--- src/rtl/dmarb_pkg.sv ---
package dmarb_pkg;
  localparam int unsigned NUM_CH = 21;
  localparam int unsigned ADDR_W = 4;

  typedef enum logic [ADDR_W-1:0] {
    OFF_CFG     = 4'd0,
    OFF_SWREQ   = 4'd11,
    OFF_DONE    = 4'd12,
    OFF_ERR     = 4'd15
  } reg_off_e;

  // attribute a uses set offset 1+2a / clear offset 2+2a, except done mask
  localparam int unsigned ATTR_EN  = 0;
  localparam int unsigned ATTR_PRI = 1;
  localparam int unsigned ATTR_BO  = 2;
  localparam int unsigned ATTR_MSK = 3;
  localparam int unsigned ATTR_ALT = 4;
  localparam int unsigned ATTR_DMK = 5;
  localparam int unsigned NUM_ATTR = 6;

  function automatic logic [ADDR_W-1:0] attr_set_off(int unsigned a);
    return (a == ATTR_DMK) ? ADDR_W'(13) : ADDR_W'(1 + 2 * a);
  endfunction

  function automatic logic [ADDR_W-1:0] attr_clr_off(int unsigned a);
    return (a == ATTR_DMK) ? ADDR_W'(14) : ADDR_W'(2 + 2 * a);
  endfunction
endpackage

--- src/rtl/dmarb_bitbank.sv ---
module dmarb_bitbank #(
  parameter int unsigned W = 21
) (
  input  logic         clk_i,
  input  logic         rst_ni,
  input  logic         set_i,
  input  logic         clr_i,
  input  logic [W-1:0] wdata_i,
  input  logic [W-1:0] hw_clr_i,
  output logic [W-1:0] q_o
);
  logic [W-1:0] set_m, clr_m;

  assign set_m = {W{set_i}} & wdata_i;
  assign clr_m = ({W{clr_i}} & wdata_i) | hw_clr_i;

  // set wins over any clear in the same cycle
  always_ff @(posedge clk_i or negedge rst_ni) begin
    if (!rst_ni) q_o <= '0;
    else         q_o <= (q_o & ~clr_m) | set_m;
  end
endmodule

--- src/rtl/dmarb_pick.sv ---
module dmarb_pick #(
  parameter int unsigned W  = 21,
  parameter int unsigned IW = $clog2(W)
) (
  input  logic [W-1:0]  req_i,
  output logic          any_o,
  output logic [IW-1:0] idx_o
);
  assign any_o = |req_i;

  always_comb begin
    idx_o = '0;
    for (int i = W - 1; i >= 0; i--) begin
      if (req_i[i]) idx_o = IW'(i);
    end
  end
endmodule

--- src/rtl/dmarb_grant.sv ---
module dmarb_grant #(
  parameter int unsigned NCH = 21,
  parameter int unsigned CHW = $clog2(NCH)
) (
  input  logic           clk_i,
  input  logic           rst_ni,
  input  logic [NCH-1:0] elig_i,
  input  logic [NCH-1:0] pri_i,
  input  logic           master_en_i,
  input  logic           chunk_done_i,
  input  logic           xfer_done_i,
  output logic           grant_valid_o,
  output logic [CHW-1:0] grant_ch_o,
  output logic [NCH-1:0] take_o,
  output logic [NCH-1:0] cpl_o
);
  logic           hi_any, lo_any, start;
  logic [CHW-1:0] hi_idx, lo_idx, sel;

  dmarb_pick #(.W(NCH), .IW(CHW)) u_pick_hi (
    .req_i(elig_i & pri_i), .any_o(hi_any), .idx_o(hi_idx)
  );
  dmarb_pick #(.W(NCH), .IW(CHW)) u_pick_lo (
    .req_i(elig_i), .any_o(lo_any), .idx_o(lo_idx)
  );

  assign sel    = hi_any ? hi_idx : lo_idx;
  assign start  = !grant_valid_o && master_en_i && lo_any;
  assign take_o = start ? (NCH'(1) << sel) : '0;
  assign cpl_o  = (grant_valid_o && chunk_done_i && xfer_done_i) ?
                  (NCH'(1) << grant_ch_o) : '0;

  always_ff @(posedge clk_i or negedge rst_ni) begin
    if (!rst_ni) begin
      grant_valid_o <= 1'b0;
      grant_ch_o    <= '0;
    end else if (grant_valid_o) begin
      if (chunk_done_i) grant_valid_o <= 1'b0;
    end else if (start) begin
      grant_valid_o <= 1'b1;
      grant_ch_o    <= sel;
    end
  end

  assert_grant_hold_R5: assert property (@(posedge clk_i) disable iff (!rst_ni)
    (grant_valid_o && !chunk_done_i) |=> (grant_valid_o && $stable(grant_ch_o)));

  assert_master_gate_R9: assert property (@(posedge clk_i) disable iff (!rst_ni)
    $rose(grant_valid_o) |-> $past(master_en_i));
endmodule

--- src/rtl/dmarb_ctrl.sv ---
module dmarb_ctrl
  import dmarb_pkg::*;
#(
  parameter int unsigned NCH = NUM_CH,
  parameter int unsigned AW  = ADDR_W,
  localparam int unsigned CHW = $clog2(NCH)
) (
  input  logic           clk_i,
  input  logic           rst_ni,
  input  logic           reg_we_i,
  input  logic [AW-1:0]  reg_addr_i,
  input  logic [NCH-1:0] reg_wdata_i,
  output logic [NCH-1:0] reg_rdata_o,
  input  logic [NCH-1:0] hw_req_i,
  input  logic [NCH-1:0] hw_breq_i,
  input  logic           eng_chunk_done_i,
  input  logic           eng_xfer_done_i,
  input  logic           eng_bus_err_i,
  output logic           grant_valid_o,
  output logic [CHW-1:0] grant_ch_o,
  output logic           grant_alt_o,
  output logic [NCH-1:0] periph_done_o,
  output logic           sw_done_irq_o,
  output logic           err_irq_o
);
  logic [NUM_ATTR-1:0][NCH-1:0] attr_q;
  logic [NCH-1:0] swpend_q, done_q, elig, take, cpl;
  logic           master_q, err_q;
  logic [NCH-1:0] en, pri, bo, msk, alt, dmk;

  assign en  = attr_q[ATTR_EN];
  assign pri = attr_q[ATTR_PRI];
  assign bo  = attr_q[ATTR_BO];
  assign msk = attr_q[ATTR_MSK];
  assign alt = attr_q[ATTR_ALT];
  assign dmk = attr_q[ATTR_DMK];

  for (genvar a = 0; a < NUM_ATTR; a++) begin : g_attr
    logic [NCH-1:0] hw_clr;
    if (a == ATTR_EN) begin : g_auto_clr
      assign hw_clr = cpl;
    end else begin : g_no_clr
      assign hw_clr = '0;
    end
    dmarb_bitbank #(.W(NCH)) u_bank (
      .clk_i   (clk_i),
      .rst_ni  (rst_ni),
      .set_i   (reg_we_i && reg_addr_i == AW'(attr_set_off(a))),
      .clr_i   (reg_we_i && reg_addr_i == AW'(attr_clr_off(a))),
      .wdata_i (reg_wdata_i),
      .hw_clr_i(hw_clr),
      .q_o     (attr_q[a])
    );
  end

  logic wr_cfg, wr_sw, wr_done, wr_err;
  assign wr_cfg  = reg_we_i && reg_addr_i == AW'(OFF_CFG);
  assign wr_sw   = reg_we_i && reg_addr_i == AW'(OFF_SWREQ);
  assign wr_done = reg_we_i && reg_addr_i == AW'(OFF_DONE);
  assign wr_err  = reg_we_i && reg_addr_i == AW'(OFF_ERR);

  assign elig = en & (swpend_q | (~msk & (hw_breq_i | (~bo & hw_req_i))));

  dmarb_grant #(.NCH(NCH), .CHW(CHW)) u_grant (
    .clk_i        (clk_i),
    .rst_ni       (rst_ni),
    .elig_i       (elig),
    .pri_i        (pri),
    .master_en_i  (master_q),
    .chunk_done_i (eng_chunk_done_i),
    .xfer_done_i  (eng_xfer_done_i),
    .grant_valid_o(grant_valid_o),
    .grant_ch_o   (grant_ch_o),
    .take_o       (take),
    .cpl_o        (cpl)
  );

  assign grant_alt_o = alt[grant_ch_o];

  always_ff @(posedge clk_i or negedge rst_ni) begin
    if (!rst_ni) begin
      swpend_q      <= '0;
      done_q        <= '0;
      periph_done_o <= '0;
      master_q      <= 1'b0;
      err_q         <= 1'b0;
    end else begin
      swpend_q      <= (swpend_q | ({NCH{wr_sw}} & reg_wdata_i)) & en & ~take;
      done_q        <= (done_q & ~({NCH{wr_done}} & reg_wdata_i)) | cpl;
      periph_done_o <= cpl & ~dmk;
      if (wr_cfg) master_q <= reg_wdata_i[0];
      err_q         <= (err_q & ~(wr_err && reg_wdata_i[0])) | eng_bus_err_i;
    end
  end

  assign sw_done_irq_o = |(done_q & dmk);
  assign err_irq_o     = err_q;

  always_comb begin
    reg_rdata_o = '0;
    case (reg_addr_i)
      AW'(OFF_CFG):   reg_rdata_o[0] = master_q;
      AW'(OFF_SWREQ): reg_rdata_o    = swpend_q;
      AW'(OFF_DONE):  reg_rdata_o    = done_q;
      AW'(OFF_ERR):   reg_rdata_o[0] = err_q;
      default: begin
        for (int a = 0; a < NUM_ATTR; a++) begin
          if (reg_addr_i == AW'(attr_set_off(a)) || reg_addr_i == AW'(attr_clr_off(a)))
            reg_rdata_o = attr_q[a];
        end
      end
    endcase
  end

  assert_done_on_cpl_R6: assert property (@(posedge clk_i) disable iff (!rst_ni)
    (|cpl) |=> ((done_q & $past(cpl)) == $past(cpl)));

  assert_en_off_on_cpl_R6: assert property (@(posedge clk_i) disable iff (!rst_ni)
    ((|cpl) && !(reg_we_i && reg_addr_i == AW'(attr_set_off(ATTR_EN))))
      |=> ((en & $past(cpl)) == '0));

  assert_pulse_has_done_R7: assert property (@(posedge clk_i) disable iff (!rst_ni)
    ((periph_done_o & ~done_q) == '0));

  assert_err_cause_R10: assert property (@(posedge clk_i) disable iff (!rst_ni)
    $rose(err_q) |-> $past(eng_bus_err_i));
endmodule

--- config.mk ---
export PLATFORM = sky130hd
export DESIGN_NAME = dmarb_ctrl
export DESIGN_NICKNAME = d
export VERILOG_FILES = /design/src/rtl/dmarb_pkg.sv /design/src/rtl/dmarb_bitbank.sv /design/src/rtl/dmarb_pick.sv /design/src/rtl/dmarb_grant.sv /design/src/rtl/dmarb_ctrl.sv
export SDC_FILE = /design/constraint.sdc
export NUM_CORES = 1
export LEC_CHECK = 0
export BUFFER_PORTS_ARGS = -buffer_cell sky130_fd_sc_hd__buf_2
export CORE_ASPECT_RATIO = 0.6
export CORE_MARGIN = 5
export CORE_UTILIZATION = 55
export CTS_CLUSTER_DIAMETER = 60
export DETAILED_ROUTE_END_ITERATION = 8
export PLACE_DENSITY = 0.85
export SLEW_MARGIN = 20
export SYNTH_ARGS = -nofsm -noshare
export SYNTH_HDL_FRONTEND = slang
export SYNTH_SLANG_ARGS = --single-unit
export TNS_END_PERCENT = 5
--- constraint.sdc ---
create_clock -name clk_i -period 2.6 [get_ports clk_i]
set_input_delay 0.26 -clock clk_i [delete_from_list [all_inputs] [get_ports clk_i]]
set_output_delay 0.26 -clock clk_i [all_outputs]
set_load 0.01 [all_outputs]
==> results of run 1 <==
[layout make-up]
class                           count  share of cell area (%)
Timing Repair Buffer              289                    14.8
Clock inverter                     12                    1.05
Sequential cell                   197                    36.8
Tap cell                          246                    2.30
Inverter                           14                   0.392
Clock buffer                       20                    3.41
Multi-Input combinational cell    827                    41.2
[cells by family (layout without fill, tap and decap cells)]
family / count (synthesis) / count (layout) / share of synthesized area (%)
muxes: 9 / 9 / 1.58
AOI/OAI and AO/OA: 337 / 337 / 27.3
and+or+nand+nor: 481 / 481 / 21.3
DFF: 197 / 197 / 46.4
buffers and inverters: 92 / 335 / 3.41
[routing by layer]
metal / up-vias / part of all wire [%] / global-route usage, % / wire length, um
li1: 4643 / - / - / -
met1: 5494 / 39 / 57.0 / 17200
met2: 1045 / 40 / 52.9 / 17700
met3: 177 / 17 / 15.7 / 7690
met4: 2 / 3.5 / 13.1 / 1550
met5: - / 0.029 / 0 / 13
[where the power goes]
part | internal, mW | switching, mW
Clock | 1.49 | 1.29
Combinational | 2.37 | 2.69
Sequential | 3.71 | 0.910
Total | 7.57 | 4.90
[path summary, 6_finish.rpt]
check / cells past startpoint / slack (ps) / endpoint / startpoint
worst max-delay path: 13 / -140 / swpend_q[4] / swpend_q[3]
worst min-delay path: 2 / 10 / err_irq_o / eng_bus_err_i
worst max register to register: 13 / -140 / swpend_q[4] / swpend_q[3]
worst min register to register: 1 / 510 / periph_done_o[10] / g_attr[5].u_bank.q_o[10]
max in group asynchronous: 3 / 1470 / g_attr[1].u_bank.q_o[3] / rst_ni
min in group asynchronous: 2 / 380 / g_attr[2].u_bank.q_o[17] / rst_ni
[flip-flops by register name, summed over array words and instances, names as in the netlist]
name and cells:
err_irq_o 1, g_attr.u_bank.q_o 126, u_grant.grant_valid_o 1, done_q 21, u_grant.grant_ch_o 5, master_q 1
swpend_q 21, periph_done_o 21
[Yosys cell counts (18+ instances only)]
cell      count  area, um^2
nand2_1     263         987
dfrtp_1     197        4930
a22o_1      105         920
clkbuf_1     72         270
nor2_1       62         233
nand2b_1     28         175
a22oi_1      27         203
nor2b_1      25         156
a21oi_1      22         110
a32o_1       22         220
a222oi_1     21         210
o21ai_0      20         100
nand4_1      18         113
[what timing repair did]
action,in CTS,in global routing
endpoints found under the hold margin,62,0
gates cloned,0,0
pin swaps,28,8
setup buffers,6,2
gates resized for setup,26,16
setup endpoints to repair,28,29
hold buffers,2,0
[cells in the final DEF (no fill, tap or decap), types with 5 or more instances in the layout]
master,synthesis,final
nand2_1,263,262
dfrtp_1,197,195
buf_4,0,152
buf_2,1,122
a22o_1,105,105
nor2_1,62,58
nand2b_1,28,27
a22oi_1,27,27
nor2b_1,25,24
a32o_1,22,21
a21oi_1,22,21
a222oi_1,21,21
nand4_1,18,18
o21ai_0,20,18
or2_1,17,17
o211ai_1,17,17
clkbuf_16,0,17
nand3_1,16,16
o2111ai_2,7,16
inv_1,13,13
and3_1,13,13
a41oi_1,13,12
a221o_1,11,11
o211a_1,9,9
and2_1,7,8
buf_12,0,7
o2111ai_1,15,6
mux4_2,6,6
a31oi_1,6,5
inv_6,0,5
buf_6,2,5
[worst max-delay path, delay by kind of cell (launching register included)]
family | cells | cell delay (ps)
AND/OR/NAND/NOR | 5 | 820
buffers and inverters | 5 | 830
AO/OA/AOI/OAI | 3 | 560
flip-flops | 1 | 430
==> qor.yml, run 1 <==
status: "finished, violations left"
violations: "design-rule violations, negative setup slack"
setup_violations: 28
ys_warn_count: 0
period_needed_ps: 2740
place_area_mm2: 0.0125
post-place-cells: 1563
finish.utilization_pct: 70.6
synthArstFlopShare_pct: 100
core_mm2: 0.0190
crit_path_end_kind: "flop"
slew_headroom_pct: 48.4
maxCapViolCount: 0
final_cells: 1605
grt_pass1_wl_um: 66400
diodes: 0
critPathMaxStageDelay_ps: 430
antenna_found_initial: 1
wire_per_inst_um: 27.5
grt_max_degree: 65
die_h_um: 118
syn-num-nets: 1189
rows: 39
nFillCells: 1430
hp-class: "in -> reg"
required_ps: 2950
gp_congestion: 1.05
dieArea_mm2: 0.0223
crit_path_start_kind: "flop"
die_x_um: 189
synth_area_mm2: 0.0106
nNetsFinal: 1419
critPathKind: "reg -> reg"
drv_slew: 0
p_leak_nw: 6.25
grt.overflow.total: 0
antenna_left: 0
fin_crit_sh_pct: 105
worst-path-max-fanout: 3
worstPathCellList: "buf_4 -> nand2b_1 -> o2111ai_2 -> buf_4 -> nand4_4 -> nor4_4 -> buf_4 -> and2_1 -> a32o_2 -> buf_4 -> nor2_4 -> buf_4 -> a311oi_2"
drt_iter0_drc: 1991
setup_ws_ps: -143
multiInputGateArea_mm2: 0.00553
track_usage_pct: 39.1
worstMarginPinSlew_ps: 773
slowest_stage: "dfrtp_1"
total_power_mw: 12.5
ys.flop_type: "dfrtp_1"
dp_hpwl_um: 30600
syn_inst: 1116
cts_buffers: 17
clockBufferDepth: 2
arrival_ps: 3100
hold_viol: 0
timing.critical_path.mode_cell: "buf_4"
ir_drop_mv: 0.703
numPortBuffers: 123
clock.fmax_ghz: 0.365
synth-edff-count: 0
h-tree-depth: 4
drc: 18
final.setup.tns_ps: -2940
final_layout_size_suffix_gt1_share_pct: 28.8
stdcell_area_mm2: 0.0134
synth_area_per_cell_um2: 9.51
seq_area_mm2: 0.00493
area_growth_pct: 26.3
tritoncts: "done"
grt_setup_unrepaired: "true"
path_clk_slew_ps: 70
io_pins: 124
drt_pass1_iterations: 9
synth_cell_type_count: 76
drt_wl_total_um: 44100
grt_pass1_vias: 11000
dr_total_vias: 11400
yosys_register_bits: 197
clock_tree.root_cell: "clkbuf_16"
clock_sinks: 197
viasPerCell: 7.08
yosysSeqAreaShare_pct: 46.4
pre_cts_ws_ps: -237
worst_hold_slack_ps: 11.0
p_per_area_mw_per_mm2: 930
skew_ps: 13.1
start_util_pct: 55.9
clock_latency_ps: 450
Note: power is estimated with default switching activity, not from simulation.
==> run 2, diff against run 1 <==
Settings changed: CTS_BUF_LIST from default to sky130_fd_sc_hd__clkbuf_8 sky130_fd_sc_hd__clkbuf_16.
==> qor.yml, run 2 (same netlist as run 1, synthesis figures left out) <==
largest_register_ffs: 126  # unchanged
top_layer_used: "met5"
place_area_mm2: 0.0125  # unchanged
total_power_mw: 12.5  # about the same
holdPathStages: 2  # unchanged
arrival_ps: 3100  # about the same
viasPerCell: 7.08  # about the same
critPathKind: "reg -> reg"
clock_sinks: 197  # unchanged
gp_congestion: 1.05  # unchanged
required_ps: 2950  # about the same
pre_cts_ws_ps: -237  # unchanged
worstPathCellList: "buf_4 -> nand2b_1 -> o2111ai_2 -> buf_4 -> nand4_4 -> nor4_4 -> buf_4 -> and2_1 -> a32o_2 -> buf_4 -> a21oi_2 -> buf_4 -> a311oi_1"
p_clk_share_pct: 22.3  # about the same
path_clk_slew_ps: 80  # about the same
diodes: 0  # unchanged
maxCapViolCount: 0  # unchanged
reg2reg_slack_ps: -150  # about the same
die_x_um: 189  # unchanged
cts_buffers: 17  # unchanged
rows: 39  # unchanged
timing.critical_path.mode_cell: "buf_4"
nNetsFinal: 1419  # unchanged
final_cell_mix: "nand2_1 (262), dfrtp_1 (195), buf_4 (152)"
slowest_stage: "dfrtp_1"
setup_violations: 28  # unchanged
io_pins: 124  # unchanged
comb_power_share_pct: 40.6  # about the same
dieArea_mm2: 0.0223  # unchanged
reg2reg_from: "swpend_q[3]"
hold_viol: 0  # unchanged
die_h_um: 118  # unchanged
status: "finished, violations left"
period_needed_ps: 2750  # +5.55 ps
p_switching_mw: 4.89  # about the same
clock_latency_ps: 450  # about the same
worst_hold_slack_ps: 11.7  # +0.711 ps
seq_power_share_pct: 37.1  # about the same
slew_headroom_pct: 48.4  # +0.051 points
grt.overflow.total: 0  # unchanged
wl_met3_um: 7570  # -1.5%
hp-class: "in -> reg"
drt_wl_total_um: 44100  # about the same
final_cells: 1605  # unchanged
crit_path_start_kind: "flop"
core_mm2: 0.0190  # unchanged
grt_pass1_vias: 11000  # unchanged
skew_ps: 13.0  # -0.0738 ps
numPortBuffers: 123  # unchanged
worstMarginPinSlew_ps: 773  # -0.766 ps
antenna_found_initial: 1  # unchanged
met2_length_um: 17700  # +0.42%
grt_max_degree: 65  # unchanged
violations: "design-rule violations, negative setup slack"
drc: 16  # -2
tritoncts: "done"
clock.fmax_ghz: 0.364  # -0.20%
stdcell_area_mm2: 0.0134  # unchanged
drt_iter0_drc: 1992  # +0.050%
clock_tree.root_cell: "clkbuf_16"
h-tree-depth: 4  # unchanged
drv_slew: 0  # unchanged
final.setup.tns_ps: -2900  # +40.8 ps
worst-path-max-fanout: 3  # unchanged
ir_drop_mv: 0.702  # -0.16%
clockBufferDepth: 2  # unchanged
fin_crit_sh_pct: 106  # +0.21 points
r2r-end: "swpend_q[0]"
swShare_pct: 39.3  # about the same
finish.utilization_pct: 70.6  # unchanged
drt-met1-wl_um: 17200  # +0.27%
min_from: "eng_bus_err_i"
wire_per_inst_um: 27.5  # about the same
crit_path_end_kind: "flop"
area_growth_pct: 26.3  # unchanged
drt_pass1_iterations: 9  # unchanged
whs_endpoint: "err_irq_o"
setup_ws_ps: -149  # -5.55 ps
antenna_left: 0  # unchanged
regMostFlops: "g_attr.u_bank.q_o"
dp_hpwl_um: 30600  # unchanged
critPathMaxStageDelay_ps: 430  # about the same
ff2ff_path_depth: 13  # unchanged
final_layout_size_suffix_gt1_share_pct: 28.8  # unchanged
dr_total_vias: 11400  # -0.035%
p_leak_nw: 6.26  # about the same
start_util_pct: 55.9  # unchanged
grt_pass1_wl_um: 66400  # unchanged
mostFrequentLayoutCell: "nand2_1"
track_usage_pct: 39.1  # unchanged
post-place-cells: 1563  # unchanged
grt_setup_unrepaired: "true"
intPower_mw: 7.57  # about the same
p_per_area_mw_per_mm2: 930  # about the same
run 2: power by group through the flow:
stage	Combinational, mW	Sequential (mW)	Clock (mW)
2_1_floorplan	2.44	4.26	0
3_3_place_gp	4.45	4.54	0
3_5_place_dp	4.51	4.58	0
4_1_cts	4.77	4.54	2.76
5_1_grt	5.28	4.66	2.90
6_report	5.06	4.62	2.78
run 2: how the worst max path moves through the flow:
stage | to | slack [ps] | cells after the start | start
floorplan | swpend_q[10] | 200 | 9 | swpend_q[17]
global placement | swpend_q[18] | -270 | 9 | swpend_q[11]
detailed placement | swpend_q[4] | -240 | 13 | hw_req_i[8]
CTS | swpend_q[5] | -120 | 9 | swpend_q[11]
global route | swpend_q[4] | -200 | 9 | swpend_q[4]
finish | swpend_q[0] | -150 | 13 | swpend_q[3]
run 2: repair_timing:
action,CTS,global route
resized for setup,26,16
setup endpoints to repair,28,29
gates cloned,0,0
hold buffers,2,0
pin swaps,28,8
buffers inserted,6,2
hold endpoints to repair,62,0
run 2: per-layer routing:
metal  vias to the layer above  GRT usage, %
li1                       4649             -
met1                      5486          57.0
met2                      1050          52.9
met3                       170          15.7
met4                         2          13.1
met5                         -             0
run 2: area by class of cell:
cell class / instances / area (um^2)
fill: 1430 / 5580
timing repair buffer: 289 / 1980
tap: 246 / 308
clock buffer: 19 / 453
inverter: 14 / 52.6
multi-input combinational: 827 / 5530
clock inverter: 13 / 145
sequential: 197 / 4930
run 2: worst max-delay path: cells and delay by family, from the launching register on:
kind / cells / cell delay, ps
buffers and inverters: 5 / 820
AOI/OAI and AO/OA: 4 / 630
and+or+nand+nor: 4 / 770
DFF: 1 / 430
==> run 3, diff against run 2 <==
Settings changed: CORE_MARGIN 5 to 2, CORE_UTILIZATION 55 to 35, PLACE_DENSITY 0.85 to 0.61.
==> qor.yml, run 3 (same netlist as run 1, synthesis figures left out) <==
post-place-cells: 1758  # +12%
dr_total_vias: 10900  # -4.2%
p_per_area_mw_per_mm2: 895  # -3.7%
finish.utilization_pct: 46.5  # -24 points
dp_hpwl_um: 34100  # +12%
antenna_found_initial: 3  # +2
clock_latency_ps: 480  # +30 ps
drt_iter0_drc: 1520  # -24%
drt_wl_total_um: 46900  # +6.4%
final_cells: 1799  # +12%
met2_length_um: 18400  # +3.5%
tritoncts: "done"
path_clk_slew_ps: 80  # about the same
drt-met1-wl_um: 21800  # +27%
h-tree-depth: 4  # unchanged
crit_path_start_kind: "flop"
grt_setup_unrepaired: "true"
worst-path-max-fanout: 4  # +1
critPathKind: "reg -> reg"
track_usage_pct: 29.8  # -9.3 points
cts_buffers: 17  # unchanged
antenna_left: 0  # unchanged
drc: 0  # -16
clock_sinks: 197  # unchanged
ir_drop_mv: 0.559  # -20%
setup_violations: 23  # -18%
regMostFlops: "g_attr.u_bank.q_o"
hp-class: "in -> reg"
top_layer_used: "met5"
drt_pass1_iterations: 6  # -3
status: "finished, violations left"
p_leak_nw: 6.39  # +2.2%
slew_headroom_pct: 54.5  # +6.1 points
core_mm2: 0.0299  # +58%
rows: 49  # +26%
clock_tree.root_cell: "clkbuf_16"
skew_ps: 16.4  # +3.32 ps
violations: "negative setup slack"
viasPerCell: 6.05  # -15%
start_util_pct: 35.5  # -20 points
clock.fmax_ghz: 0.366  # +0.47%
grt_pass1_vias: 10500  # -4.0%
setup_ws_ps: -136  # +13.0 ps
grt_pass1_wl_um: 69900  # +5.3%
worstMarginPinSlew_ps: 682  # -90.7 ps
diodes: 0  # unchanged
period_needed_ps: 2740  # -13.0 ps
maxCapViolCount: 0  # unchanged
dieArea_mm2: 0.0318  # +43%
fin_crit_sh_pct: 105  # -0.50 points
numPortBuffers: 123  # unchanged
nNetsFinal: 1451  # +2.3%
clockBufferDepth: 2  # unchanged
mostFrequentLayoutCell: "nand2_1"
arrival_ps: 3080  # -20 ps
drv_slew: 0  # unchanged
die_h_um: 139  # +18%
crit_path_end_kind: "flop"
area_growth_pct: 31.0
grt_max_degree: 66  # +1.5%
wl_met3_um: 5820  # -23%
final_cell_mix: "nand2_1 (262), dfrtp_1 (194), buf_4 (181)"
grt.overflow.total: 0  # unchanged
final_layout_size_suffix_gt1_share_pct: 31.9  # +3.1 points
io_pins: 124  # unchanged
die_x_um: 229  # +21%
hold_viol: 0  # unchanged
gp_congestion: 1.02  # -3.7%
wire_per_inst_um: 26.1  # -5.1%
largest_register_ffs: 126  # unchanged
required_ps: 2950  # about the same
## run 3: cell count changes in the layout (fill, tap and decap cells not counted), sizes merged
| cell | previous run | this run |
|---|---|---|
| clkbuf | 20 | 19 |
| buf | 286 | 317 |
| inv | 21 | 19 |
| clkinv | 3 | 5 |
| clkinvlp | 1 | 4 |
| dlygate4sd3 | 2 | 3 |
| bufinv | 2 | 0 |
## run 3: area by class of cell
| class | instances | area [um^2] |
|---|---|---|
| sequential | 197 | 4930 |
| inverter | 14 | 52.6 |
| timing repair buffer | 321 | 2220 |
| clock inverter | 14 | 104 |
| fill | 2914 | 16000 |
| tap | 408 | 510 |
| multi-input combinational | 827 | 5650 |
| clock buffer | 18 | 439 |
## run 3: through the flow
stage          worst slack (ps)  TNS [ps]  cell area [um^2]  hold slack (ps)  power [mW]
2_1_floorplan               197         0             10600            -35.6        6.70
3_3_place_gp               -261     -3830             13000              317        9.25
3_5_place_dp               -288     -3690             13000              311        9.27
4_1_cts                    -103     -1320             13700              127        12.1
5_1_grt                    -205     -3810             13900              163        13.0
6_report                   -136     -1940             13900              140        12.5
## run 3: worst max-delay path, stage by stage, from the launching register on
cell      delay, ps
dfrtp_1         400
or2_1           260
buf_4           150
o211ai_1        290
buf_4           200
nand4_1         100
buf_6           160
o41ai_2         350
and4_4          330
inv_2            70
o31a_1          300
## run 3: path summary, 6_finish.rpt
| path | start | end | slack, ps | cells past startpoint |
|---|---|---|---|---|
| min reg2reg | g_attr[5].u_bank.q_o[18] | periph_done_o[18] | 510 | 1 |
| min | reg_addr_i[3] | err_irq_o | 140 | 4 |
| max in group asynchronous | rst_ni | u_grant.grant_ch_o[0] | 1410 | 3 |
| min in group asynchronous | rst_ni | g_attr[3].u_bank.q_o[17] | 370 | 2 |
| max reg2reg | swpend_q[0] | swpend_q[11] | -140 | 10 |
| max | swpend_q[0] | swpend_q[11] | -140 | 10 |
## run 3: metal layers
metal / vias up / GRT usage, %
met3: 66 / 9.97
met2: 679 / 39.4
met5: - / 0
met4: 4 / 8.34
li1: 4716 / -
met1: 5414 / 45.5
## run 3: power by group
| group | switching, mW | leakage (nW) | internal, mW |
|---|---|---|---|
| clock | 1.32 | 0.262 | 1.26 |
| sequential | 0.860 | 2.51 | 3.71 |
| combinational | 2.83 | 3.62 | 2.48 |
| total | 5.01 | 6.39 | 7.44 |
## run 3: repair_timing
| item | in CTS | in global routing |
|---|---|---|
| pin swaps | 12 | 21 |
| endpoints found under the hold margin | 61 | 0 |
| cloned | 0 | 0 |
| hold buffers | 3 | 0 |
| gates resized for setup | 26 | 42 |
| endpoints found under the setup margin | 24 | 29 |
| buffers inserted | 1 | 5 |
